**src/rtl/brtgt_pkg.sv**
```systemverilog
package brtgt_pkg;
  typedef enum logic [2:0] {
    OP_BR_ZERO  = 3'd0,
    OP_BR_LESS  = 3'd1,
    OP_BR_CARRY = 3'd2,
    OP_JUMP     = 3'd3,
    OP_CALL     = 3'd4,
    OP_RETURN   = 3'd5,
    OP_RSV6     = 3'd6,
    OP_RSV7     = 3'd7
  } xfer_op_e;

  typedef enum logic [1:0] {
    SQ_IDLE = 2'd0,
    SQ_PUSH = 2'd1,
    SQ_POP  = 2'd2
  } seq_state_e;
endpackage

```
**src/rtl/brtgt_cond.sv**
```systemverilog
module brtgt_cond
  import brtgt_pkg::*;
(
  input  xfer_op_e op,
  input  logic     flag_z,
  input  logic     flag_n,
  input  logic     flag_c,
  output logic     take
);
  always_comb begin
    case (op)
      OP_BR_ZERO:  take = flag_z;
      OP_BR_LESS:  take = flag_n;
      OP_BR_CARRY: take = flag_c;
      OP_JUMP, OP_CALL, OP_RETURN: take = 1'b1;
      default:     take = 1'b0;
    endcase
  end
endmodule

```
**src/rtl/brtgt_target.sv**
```systemverilog
module brtgt_target
  import brtgt_pkg::*;
#(
  parameter int IP_W   = 16,
  parameter int DISP_W = 8
) (
  input  xfer_op_e          op,
  input  logic              take,
  input  logic [IP_W-1:0]   seq_ip,
  input  logic [DISP_W-1:0] disp,
  input  logic [IP_W-1:0]   abs_ip,
  output logic [IP_W-1:0]   target
);
  localparam int EXT_W = IP_W - DISP_W;

  logic [IP_W-1:0] disp_ext;
  logic [IP_W-1:0] rel_ip;

  assign disp_ext = {{EXT_W{disp[DISP_W-1]}}, disp};
  assign rel_ip   = seq_ip + disp_ext;

  always_comb begin
    case (op)
      OP_BR_ZERO, OP_BR_LESS, OP_BR_CARRY: target = take ? rel_ip : seq_ip;
      OP_JUMP, OP_CALL:                    target = abs_ip;
      default:                             target = seq_ip;
    endcase
  end
endmodule

```
**src/rtl/brtgt_phys.sv**
```systemverilog
module brtgt_phys #(
  parameter int IP_W      = 16,
  parameter int SEG_SHIFT = 4
) (
  input  logic [IP_W-1:0]           seg,
  input  logic [IP_W-1:0]           off,
  output logic [IP_W+SEG_SHIFT-1:0] phys
);
  localparam int PA_W = IP_W + SEG_SHIFT;

  generate
    if (SEG_SHIFT == 0) begin : g_flat
      assign phys = seg + off;
    end else begin : g_scaled
      logic [PA_W-1:0] seg_scaled;
      logic [PA_W-1:0] off_wide;
      assign seg_scaled = {seg, {SEG_SHIFT{1'b0}}};
      assign off_wide   = {{SEG_SHIFT{1'b0}}, off};
      assign phys       = seg_scaled + off_wide;
    end
  endgenerate
endmodule

```
**src/rtl/brtgt_unit.sv**
```systemverilog
module brtgt_unit
  import brtgt_pkg::*;
#(
  parameter int IP_W      = 16,
  parameter int DISP_W    = 8,
  parameter int SEG_SHIFT = 4,
  localparam int PA_W     = IP_W + SEG_SHIFT
) (
  input  logic              clk,
  input  logic              rst,
  input  logic              req_valid,
  input  logic [2:0]        op_class,
  input  logic [IP_W-1:0]   seq_ip,
  input  logic [DISP_W-1:0] disp,
  input  logic [IP_W-1:0]   abs_ip,
  input  logic [IP_W-1:0]   code_seg,
  input  logic              flag_z,
  input  logic              flag_n,
  input  logic              flag_c,
  output logic              stk_push_req,
  output logic [IP_W-1:0]   stk_push_ip,
  output logic              stk_pop_req,
  input  logic [IP_W-1:0]   stk_pop_ip,
  input  logic              stk_ack,
  output logic              busy,
  output logic              res_valid,
  output logic [IP_W-1:0]   res_ip,
  output logic              res_taken,
  output logic [PA_W-1:0]   res_fetch
);
  seq_state_e      state;
  xfer_op_e        op;
  logic            take;
  logic [IP_W-1:0] tgt;
  logic [IP_W-1:0] pend_ip;
  logic [IP_W-1:0] seg_q;
  logic [IP_W-1:0] fin_ip;
  logic [IP_W-1:0] fin_seg;
  logic [PA_W-1:0] fin_phys;
  logic            accept;

  assign op     = xfer_op_e'(op_class);
  assign accept = req_valid && (state == SQ_IDLE);
  assign busy   = (state != SQ_IDLE);

  brtgt_cond u_cond (
    .op(op), .flag_z(flag_z), .flag_n(flag_n), .flag_c(flag_c), .take(take)
  );

  brtgt_target #(.IP_W(IP_W), .DISP_W(DISP_W)) u_target (
    .op(op), .take(take), .seq_ip(seq_ip), .disp(disp),
    .abs_ip(abs_ip), .target(tgt)
  );

  // Select the pointer and segment that will be registered as the result.
  always_comb begin
    case (state)
      SQ_PUSH: begin fin_ip = pend_ip;    fin_seg = seg_q;    end
      SQ_POP:  begin fin_ip = stk_pop_ip; fin_seg = seg_q;    end
      default: begin fin_ip = tgt;        fin_seg = code_seg; end
    endcase
  end

  brtgt_phys #(.IP_W(IP_W), .SEG_SHIFT(SEG_SHIFT)) u_phys (
    .seg(fin_seg), .off(fin_ip), .phys(fin_phys)
  );

  always_ff @(posedge clk) begin
    if (rst) begin
      state        <= SQ_IDLE;
      stk_push_req <= 1'b0;
      stk_push_ip  <= '0;
      stk_pop_req  <= 1'b0;
      pend_ip      <= '0;
      seg_q        <= '0;
      res_valid    <= 1'b0;
      res_ip       <= '0;
      res_taken    <= 1'b0;
      res_fetch    <= '0;
    end else begin
      res_valid <= 1'b0;
      case (state)
        SQ_IDLE: begin
          if (accept) begin
            seg_q <= code_seg;
            if (op == OP_CALL) begin
              state        <= SQ_PUSH;
              stk_push_req <= 1'b1;
              stk_push_ip  <= seq_ip;
              pend_ip      <= tgt;
            end else if (op == OP_RETURN) begin
              state       <= SQ_POP;
              stk_pop_req <= 1'b1;
            end else begin
              res_valid <= 1'b1;
              res_ip    <= fin_ip;
              res_taken <= take;
              res_fetch <= fin_phys;
            end
          end
        end
        SQ_PUSH: begin
          if (stk_ack) begin
            state        <= SQ_IDLE;
            stk_push_req <= 1'b0;
            res_valid    <= 1'b1;
            res_ip       <= fin_ip;
            res_taken    <= 1'b1;
            res_fetch    <= fin_phys;
          end
        end
        SQ_POP: begin
          if (stk_ack) begin
            state       <= SQ_IDLE;
            stk_pop_req <= 1'b0;
            res_valid   <= 1'b1;
            res_ip      <= fin_ip;
            res_taken   <= 1'b1;
            res_fetch   <= fin_phys;
          end
        end
        default: state <= SQ_IDLE;
      endcase
    end
  end

  assert_push_hold_R7: assert property (@(posedge clk) disable iff (rst)
    (stk_push_req && !stk_ack) |=> (stk_push_req && $stable(stk_push_ip)));

  assert_pop_hold_R8: assert property (@(posedge clk) disable iff (rst)
    (stk_pop_req && !stk_ack) |=> stk_pop_req);

  assert_one_stack_op_R11: assert property (@(posedge clk) disable iff (rst)
    !(stk_push_req && stk_pop_req));

  assert_pulse_R12: assert property (@(posedge clk) disable iff (rst)
    res_valid |=> !res_valid);

  assert_valid_not_busy_R12: assert property (@(posedge clk) disable iff (rst)
    res_valid |-> !busy);

  assert_ack_ends_wait_R7: assert property (@(posedge clk) disable iff (rst)
    (busy && stk_ack) |=> (res_valid && res_taken));
endmodule

```
**config.mk**
```make
export PLATFORM = sky130hd
export DESIGN_NAME = brtgt_unit
export DESIGN_NICKNAME = d
export VERILOG_FILES = /design/src/rtl/brtgt_pkg.sv /design/src/rtl/brtgt_cond.sv /design/src/rtl/brtgt_target.sv /design/src/rtl/brtgt_phys.sv /design/src/rtl/brtgt_unit.sv
export SDC_FILE = /design/constraint.sdc
export NUM_CORES = 1
export LEC_CHECK = 0
export BUFFER_PORTS_ARGS = -buffer_cell sky130_fd_sc_hd__buf_2
export CAP_MARGIN = 15
export CORE_MARGIN = 2
export CORE_UTILIZATION = 50
export DETAILED_ROUTE_END_ITERATION = 7
export PLACE_DENSITY_LB_ADDON = 0.25
export RECOVER_POWER = 50
export REMOVE_ABC_BUFFERS = 1
export SKIP_LAST_GASP = 1
export SLEW_MARGIN = 20
export SYNTH_ARGS = -nofsm -noshare
export SYNTH_HDL_FRONTEND = slang
export SYNTH_SLANG_ARGS = --single-unit
```
**constraint.sdc**
```tcl
create_clock -name clk -period 5.2 [get_ports clk]
set_input_delay 0.26 -clock clk [delete_from_list [all_inputs] [get_ports clk]]
set_output_delay 0.26 -clock clk [all_outputs]
set_load 0.02 [all_outputs]
```
==> flow_metrics.py, run 1 <==
metrics = {
    "yosys": {
        "postSynthAreaPerCell_sq_um": 7.51,
        "yosys-top-cells-area": "dfxtp_1, nand2_1, a21oi_1",
        "yosysWarnings": 0,
        "ys_seq_area_frac": 0.317,
        "yosysMostFrequentCell": "nand2_1",
        "synthCells": 723,
        "synth_edf_count": 0,
        "netlist_area_sq_um": 5430,
        "yosysUniqueCellTypes": 58,
        "synth_top_cell_by_area": "dfxtp_1",
        "ys.flop_type": "dfxtp_1",
        "synth_top_cells_by_count": "nand2_1, a21oi_1, dfxtp_1",
        "synth_top_cell_area_share": 0.317,
        "async_reset_ff_frac": 0,
        "ys_ff_latch": 86,
    },
    "placement": {
        "gp_congestion": 0.955,
        "place.port_buffers": 138,
        "place_hpwl_um": 11700,
        "dpl-instance-area_sq_um": 6170,
    },
    "power": {
        "ir_drop_v": 0.000133,
        "power_uw": 1820,
        "cellPowerDensity_nw_per_um2": 289,
        "p_leak_uw": 0.00250,
    },
    "floorplan": {
        "fp.dieArea_sq_um": 11700,
        "start_util": 0.507,
        "num_rows": 38,
        "die_h_um": 108,
        "die_w_um": 108,
        "core_sq_um": 10700,
        "ioPinCount": 139,
    },
    "drt": {
        "ant_nets": 0,
        "wl_per_cell_um": 16.2,
        "post-route-drc-count": 0,
        "drt-initial-drc-count": 389,
        "dr.pass1.iters": 5,
        "vias": 5708,
        "viasPerCell": 5.84,
        "routed_wl_um": 15900,
    },
    "global_route": {
        "grt_antenna_before_repair": 0,
        "grt_pass1_vias": 5362,
        "grt_pass1_wl_um": 25200,
        "grt_usage": 0.271,
        "grt_overflow_total": 0,
        "grt_max_degree": 82,
    },
    "critical_path": {
        "cp_max_fo": 42,
        "cp.required_ns": 5.52,
        "crit_path_end_kind": "register",
        "crit_arrival_ns": 4.77,
        "criticalPathCategory": "reg2reg",
        "crit_path_start_kind": "register",
    },
    "clock_network": {
        "cts_hold_buffers": 0,
        "clk_latency_ns": 0.38,
        "cts_tree": "yes",
        "htreeDepth": 3,
        "ctsResizeCount": 0,
        "root_buffer": "clkbuf_8",
        "clkTransAtPathRegs_ns": 0.09,
        "cts_buffer_depth": 2,
        "cts_sinks": 86,
        "cts_buffers": 9,
        "postCtsSetupRepairBufs": 0,
    },
    "timing": {
        "drv_slew": 0,
        "worstMarginPinSlew_ns": 1.27,
        "finalCritPeriodShare": 0.855,
        "setup_viol": 0,
        "finalSetupTns_ns": 0,
        "period_minus_slack_ns": 4.45,
        "hold_violations": 0,
        "fmax_mhz": 225,
        "max-slew-margin-rel": 0.155,
        "rsz0062_at_grt": "false",
        "finClkSkew_ns": 0.00932,
    },
    "final_layout": {
        "nFillCells": 1058,
        "nNetsFinal": 948,
        "synthToLayoutAreaGrowth_pct": 15.7,
        "n_antenna_cell": 0,
        "fin_area_sq_um": 6280,
        "drive_gt1_frac": 0.147,
    },
    "run": {
        "drv_cap": 0,
    },
    "min_path": {
        "hold_class": "in2reg",
    },
    "status": {
        "status": "finished, final reports clean",
    },
}
layout make-up:
cell class	count	area, sq um	area share
multi-input cells	575	3460	0.551
flip-flops and latches	86	1720	0.274
repair buffers	148	696	0.111
well taps	140	175	0.0279
clock buffers	10	128	0.0203
clock inverters	6	53.8	0.00856
inverters	13	48.8	0.00777
placed cells by master, fill, tap and decap left out, types with 10 or more instances in the layout:
cell type / netlist / layout
nor2_1: 54 / 54
a21oi_1: 86 / 86
o21ai_0: 34 / 34
nand3_1: 16 / 16
o211ai_1: 12 / 12
mux2_2: 12 / 12
o21a_1: 14 / 13
dfxtp_1: 86 / 86
nor3_1: 11 / 10
inv_1: 13 / 13
buf_4: 4 / 10
buf_2: 7 / 82
a22o_1: 11 / 11
clkbuf_1: 36 / 57
xnor2_1: 12 / 12
ha_1: 31 / 31
nand2_1: 153 / 153
per-layer routing:
metal  track usage  wire, um  vias to the layer above  share of wire
met4         0.107       467                        0          0.029
met5             0         0                        -              0
met3        0.0422      1100                       37          0.069
li1              -         -                     2813              -
met1         0.355      6970                     2645           0.44
met2         0.447      7360                      213           0.46
power breakdown:
group / internal, uW / switching [uW]
sequential: 707 / 28.8
clock: 183 / 275
combinational: 234 / 387
path summary, 6_finish.rpt:
path,to,slack (ns),cells past startpoint,start
setup reg to reg,res_fetch[17],0.75,13,state[0]
setup / recovery,res_fetch[17],0.75,13,state[0]
hold reg to reg,stk_push_ip[10],0.46,2,stk_push_ip[10]
hold / removal,seg_q[11],0.11,3,code_seg[11]
logic make-up (layout without fill, tap and decap cells):
kind of cell,count (synthesis),after routing,synth area share
AOI/OAI and AO/OA,237,237,0.279
xor gates and xnor gates,19,19,0.0307
adders and majority gates,33,33,0.0788
buffers and inverters,62,177,0.0472
DFF,86,86,0.317
muxes,19,19,0.0378
and+or+nand+nor,267,267,0.209
state kept, by name, indices dropped and copies added (netlist names):
signal,count
pend_ip,16
res_fetch,16
res_ip,16
res_taken,1
res_valid,1
seg_q,16
state,2
stk_pop_req,1
stk_push_ip,16
stk_push_req,1
stage by stage:
step           setup slack, ns  utilization  std cells  hold WS, ns
2_1_floorplan             1.27            -        674        0.329
3_3_place_gp              1.24        0.577        962        0.439
3_5_place_dp              1.07        0.577        962        0.445
4_1_cts                   1.18        0.594        978        0.114
5_1_grt                  0.476        0.587        978        0.115
6_report                 0.754        0.587        978        0.112
critical path, stage by stage (launching register included):
cell     delay, ns
dfxtp_1       0.40
inv_1         0.08
ha_1          1.13
buf_4         0.33
buf_4         0.21
mux2_2        0.38
ha_1          0.34
a21o_1        0.18
a21o_1        0.19
nor3_1        0.25
a21oi_1       0.17
nor3b_1       0.16
or4_1         0.40
a21oi_1       0.12
(Power assumes the default switching activity.)
==> run 2, diff against run 1 <==
- ABC_AREA: unset -> 1
==> flow_metrics.py, run 2 <==
metrics = {
    "status": {
        "status": "finished, final reports clean",
    },
    "final_layout": {
        "multi_input_area_sq_um": 3360,
        "n_antenna_cell": 0,
        "final_cells": 1131,
        "synthToLayoutAreaGrowth_pct": 16.9,
        "fin_area_sq_um": 6650,
        "area.sequential_sq_um": 1720,
        "final_cell_mix": "nand2_1, nor2_1, inv_1, dfxtp_1",
        "nNetsFinal": 1102,
        "nFillCells": 1112,
        "layout_commonest_cell": "nand2_1",
        "drive_gt1_frac": 0.129,
    },
    "yosys": {
        "async_reset_ff_frac": 0,
        "ys_ff_latch": 86,
        "synth_top_cell_by_area": "dfxtp_1",
        "yosysWarnings": 0,
        "postSynthAreaPerCell_sq_um": 6.52,
        "yosysMostFrequentCell": "nand2_1",
        "synth_top_cells_by_count": "nand2_1, nor2_1, inv_1",
        "synth_edf_count": 0,
        "ys_seq_area_frac": 0.303,
        "synth_top_cell_area_share": 0.303,
        "ys.flop_type": "dfxtp_1",
        "yosys-top-cells-area": "dfxtp_1, nand2_1, nor2_1",
        "yosysUniqueCellTypes": 48,
        "synthCells": 872,
        "netlist_area_sq_um": 5690,
    },
    "clock_network": {
        "cts_hold_buffers": 0,
        "clk_latency_ns": 0.35,
        "postCtsSetupRepairBufs": 0,
        "htreeDepth": 3,
        "cts_tree": "yes",
        "cts_sinks": 86,
        "cts_buffers": 9,
        "root_buffer": "clkbuf_16",
        "cts_buffer_depth": 2,
        "ctsResizeCount": 0,
        "clkTransAtPathRegs_ns": 0.06,
    },
    "critical_path": {
        "crit_path_start_kind": "register",
        "regToRegEndpoint": "res_ip[1]",
        "r2r_cells": 9,
        "cp_slowest_cell": "clkbuf_1",
        "cpPeakStageDelay_ns": 1.06,
        "crit_end": "res_ip[1]",
        "cp.required_ns": 5.42,
        "crit_path_end_kind": "register",
        "cp_max_fo": 53,
        "worstReg2RegStart": "state[0]",
        "cp_common_cell": "inv_1",
        "criticalPathCategory": "reg2reg",
        "reg2reg_setup_slack_ns": 1.28,
        "cp-startpoint": "state[0]",
        "crit_arrival_ns": 4.14,
        "worstPathCellList": "inv_1 > ha_1 > clkbuf_1 > o21ai_1 > nor3_4 > buf_4 > inv_1 > nor2_1 > a21oi_1",
    },
    "power": {
        "p_leak_uw": 0.00340,
        "cellPowerDensity_nw_per_um2": 319,
        "ir_drop_v": 0.000256,
    },
    "floorplan": {
        "die_h_um": 111,
        "start_util": 0.518,
        "die_w_um": 111,
        "fp.dieArea_sq_um": 12200,
        "num_rows": 38,
        "ioPinCount": 139,
        "core_sq_um": 11000,
    },
    "timing": {
        "finClkSkew_ns": 0.00619,
        "hold_violations": 0,
        "setup_viol": 0,
        "finalCritPeriodShare": 0.754,
        "period_minus_slack_ns": 3.92,
        "drv_slew": 0,
        "rsz0062_at_grt": "false",
        "fmax_mhz": 255,
        "finalSetupTns_ns": 0,
        "setup_ws_ns": 1.28,
        "worstMarginPinSlew_ns": 1.46,
        "max-slew-margin-rel": 0.0298,
    },
    "global_route": {
        "grt_pass1_wl_um": 27600,
        "grt_overflow_total": 0,
        "grt_pass1_vias": 5682,
        "grt_max_degree": 56,
        "grt_antenna_before_repair": 0,
        "grt_usage": 0.276,
    },
    "drt": {
        "drt-initial-drc-count": 540,
        "wl_per_cell_um": 14.6,
        "routed_wl_um": 16500,
        "vias": 6026,
        "dr.pass1.iters": 5,
        "post-route-drc-count": 0,
        "ant_nets": 0,
        "viasPerCell": 5.33,
    },
    "min_path": {
        "hold_class": "in2reg",
    },
    "placement": {
        "place_ws_ns": 1.55,
        "place_hpwl_um": 12000,
        "place.port_buffers": 138,
        "dpl-instance-area_sq_um": 6420,
        "gp_congestion": 0.929,
        "dp_cells": 1116,
    },
    "run": {
        "drv_cap": 0,
    },
}
[run 2: cell count changes after synthesis, moves of 28 or more]
| cell | delta |
|---|---|
| inv_1 | +96 |
| o21ai_0 | +47 |
| nor2_1 | +62 |
| nand2_1 | +48 |
| a21oi_1 | -28 |
[run 2: logic make-up after synthesis]
kind of cell,synth area share
AO/OA/AOI/OAI,0.195
XOR/XNOR,0.0262
adder cells (fa/ha/maj),0.0752
buffers and inverters,0.108
flip-flops,0.303
AND/OR/NAND/NOR,0.294
[run 2: how the worst min path moves through the flow]
| stage | from | end | slack (ns) | cells past startpoint |
|---|---|---|---|---|
| after detailed placement | seg_q[14] | seg_q[14] | 0.45 | 2 |
| final | code_seg[13] | seg_q[13] | 0.16 | 3 |
| after global routing | code_seg[13] | seg_q[13] | 0.17 | 3 |
| after floorplan | rst | state[0] | 0.33 | 1 |
| after global placement | seg_q[14] | seg_q[14] | 0.44 | 2 |
| after CTS | code_seg[13] | seg_q[13] | 0.16 | 3 |
[run 2: layout make-up]
class | instances | share of cell area
multi-input combinational | 633 | 0.505
tap | 140 | 0.0263
inverter | 114 | 0.0647
clock inverter | 3 | 0.00640
clock buffer | 12 | 0.0401
sequential | 86 | 0.259
timing repair buffer | 143 | 0.0982
[run 2: routing by layer]
metal / up-vias / GRT usage / share of wire
li1: 3072 / - / -
met1: 2698 / 0.385 / 0.48
met2: 232 / 0.420 / 0.43
met3: 24 / 0.0640 / 0.072
met4: 0 / 0.0958 / 0.021
met5: - / 0 / 0
[run 2: report_power, final]
group / switching [uW] / leakage, uW / total (uW) / internal, uW
Combinational: 457 / 0.00254 / 688 / 231
Clock: 274 / 0.000151 / 682 / 408
Sequential: 32.3 / 0.000707 / 753 / 721
[run 2: critical path: cells and delay by family (launching register included)]
kind	cells	cell delay, ns
adders and majority gates	1	0.30
buffers and inverters	4	2.03
and+or+nand+nor	2	0.66
AOI/OAI and AO/OA	2	0.41
DFF	1	0.38
[run 2: through the flow]
stage           util  hold slack, ns  total power [uW]
3_3_place_gp   0.584           0.444              1450
6_report       0.605           0.159              2120
3_5_place_dp   0.584           0.448              1460
2_1_floorplan      -           0.329              1240
4_1_cts        0.612           0.157              2150
5_1_grt        0.605           0.173              2260
==> run 3, diff against run 2 <==
- clock period: 5.2 -> 3.8 ns (I/O delays scaled with it)
==> flow_metrics.py, run 3 (synthesis results as in run 2) <==
metrics = {
    "floorplan": {
        "fp.dieArea_sq_um": 12200,
        "die_w_um": 111,
        "die_h_um": 111,
        "core_sq_um": 11000,
        "start_util": 0.518,
        "num_rows": 38,
        "ioPinCount": 139,
    },
    "clock_network": {
        "htreeDepth": 3,
        "cts_buffer_depth": 2,
        "ctsResizeCount": 0,
        "cts_tree": "yes",
        "root_buffer": "clkbuf_16",
        "clk_latency_ns": 0.34,
        "cts_sinks": 86,
        "clkTransAtPathRegs_ns": 0.07,
        "cts_buffers": 9,
        "postCtsSetupRepairBufs": 0,
        "cts_hold_buffers": 0,
    },
    "global_route": {
        "grt_pass1_wl_um": 27100,
        "grt_antenna_before_repair": 0,
        "grt_max_degree": 53,
        "grt_pass1_vias": 5488,
        "grt_overflow_total": 0,
        "grt_usage": 0.268,
    },
    "final_layout": {
        "nFillCells": 1106,
        "drive_gt1_frac": 0.132,
        "final_cell_mix": "nand2_1, nor2_1, inv_1, dfxtp_1",
        "area.sequential_sq_um": 1720,
        "layout_commonest_cell": "nand2_1",
        "nNetsFinal": 1106,
        "multi_input_area_sq_um": 3360,
        "n_antenna_cell": 0,
        "synthToLayoutAreaGrowth_pct": 17.3,
    },
    "timing": {
        "drv_slew": 0,
        "finClkSkew_ns": 0.00524,
        "whs_ns": 0.107,
        "worstMarginPinSlew_ns": 0.776,
        "setup_viol": 0,
        "hold_violations": 0,
        "rsz0062_at_grt": "false",
        "finalCritPeriodShare": 0.892,
        "max-slew-margin-rel": 0.482,
        "fmax_mhz": 295,
        "finalSetupTns_ns": 0,
        "period_minus_slack_ns": 3.39,
    },
    "critical_path": {
        "cp_max_fo": 18,
        "crit_path_end_kind": "register",
        "cp.required_ns": 4.04,
        "crit_arrival_ns": 3.63,
        "crit_path_start_kind": "register",
        "criticalPathCategory": "reg2reg",
    },
    "drt": {
        "drt-initial-drc-count": 399,
        "routed_wl_um": 16400,
        "viasPerCell": 5.28,
        "wl_per_cell_um": 14.5,
        "post-route-drc-count": 0,
        "ant_nets": 0,
        "vias": 6002,
        "dr.pass1.iters": 5,
    },
    "power": {
        "ir_drop_v": 0.000280,
        "cellPowerDensity_nw_per_um2": 433,
        "p_leak_uw": 0.00341,
    },
    "placement": {
        "gp_congestion": 1.03,
        "place_hpwl_um": 12200,
        "place.port_buffers": 138,
    },
    "status": {
        "status": "finished, final reports clean",
    },
    "min_path": {
        "hold_class": "in2reg",
    },
    "run": {
        "drv_cap": 0,
    },
}
==> run 3: cell count changes in the layout (fill, tap and decap cells not counted) <==
cell and change:
buf_4 +4, clkbuf_1 +2, clkbuf_8 -2, clkinv_2 -1
clkinv_4 +1, inv_6 +1
==> run 3: layout make-up <==
| type | count | area share |
|---|---|---|
| Inverter | 114 | 0.0645 |
| Tap cell | 140 | 0.0263 |
| Timing Repair Buffer | 147 | 0.102 |
| Clock buffer | 12 | 0.0369 |
| Sequential cell | 86 | 0.258 |
| Multi-Input combinational cell | 633 | 0.504 |
| Clock inverter | 4 | 0.00825 |
==> run 3: routing by layer <==
metal / wire (um) / track usage / part of all wire
met1: 7840 / 0.369 / 0.48
met2: 6930 / 0.429 / 0.42
met3: 1380 / 0.0607 / 0.084
met4: 288 / 0.0642 / 0.018
met5: 0 / 0 / 0
==> run 3: critical path: stages, from the launching register on <==
cell,delay (ns)
dfxtp_1,0.39
inv_1,0.09
ha_1,0.31
clkinv_1,0.26
buf_4,0.31
a221o_1,0.27
nand2_1,0.13
inv_1,0.06
ha_1,0.36
nand2_1,0.08
nor2_1,0.05
nand3_1,0.08
nand4_1,0.16
a21boi_0,0.37
nor2_1,0.08
nand2_1,0.07
nand3_1,0.08
nand2_1,0.08
inv_1,0.03
==> run 3: power by group <==
part / switching [uW] / internal (uW)
Combinational: 625 / 321
Clock: 381 / 532
Sequential: 43.4 / 986
==> run 3: worst paths after layout <==
path | startpoint | endpoint | slack (ns) | cells after the start
min | code_seg[13] | seg_q[13] | 0.11 | 3
max | state[0] | res_fetch[18] | 0.41 | 18
max reg2reg | state[0] | res_fetch[18] | 0.41 | 18
min reg2reg | seg_q[14] | seg_q[14] | 0.45 | 2
==> run 3: through the flow <==
| step | setup WS [ns] | area (sq um) | utilization | power [uW] | std cells |
|---|---|---|---|---|---|
| final | 0.410 | 6670 | 0.608 | 2890 | 1136 |
| after global placement | 0.348 | 6450 | 0.587 | 2000 | 1120 |
| after global routing | 0.0870 | 6670 | 0.608 | 3060 | 1136 |
| after floorplan | -0.0349 | 5510 | - | 1700 | 833 |
| after CTS | 0.460 | 6750 | 0.614 | 2910 | 1136 |
| after detailed placement | 0.274 | 6450 | 0.587 | 2000 | 1120 |
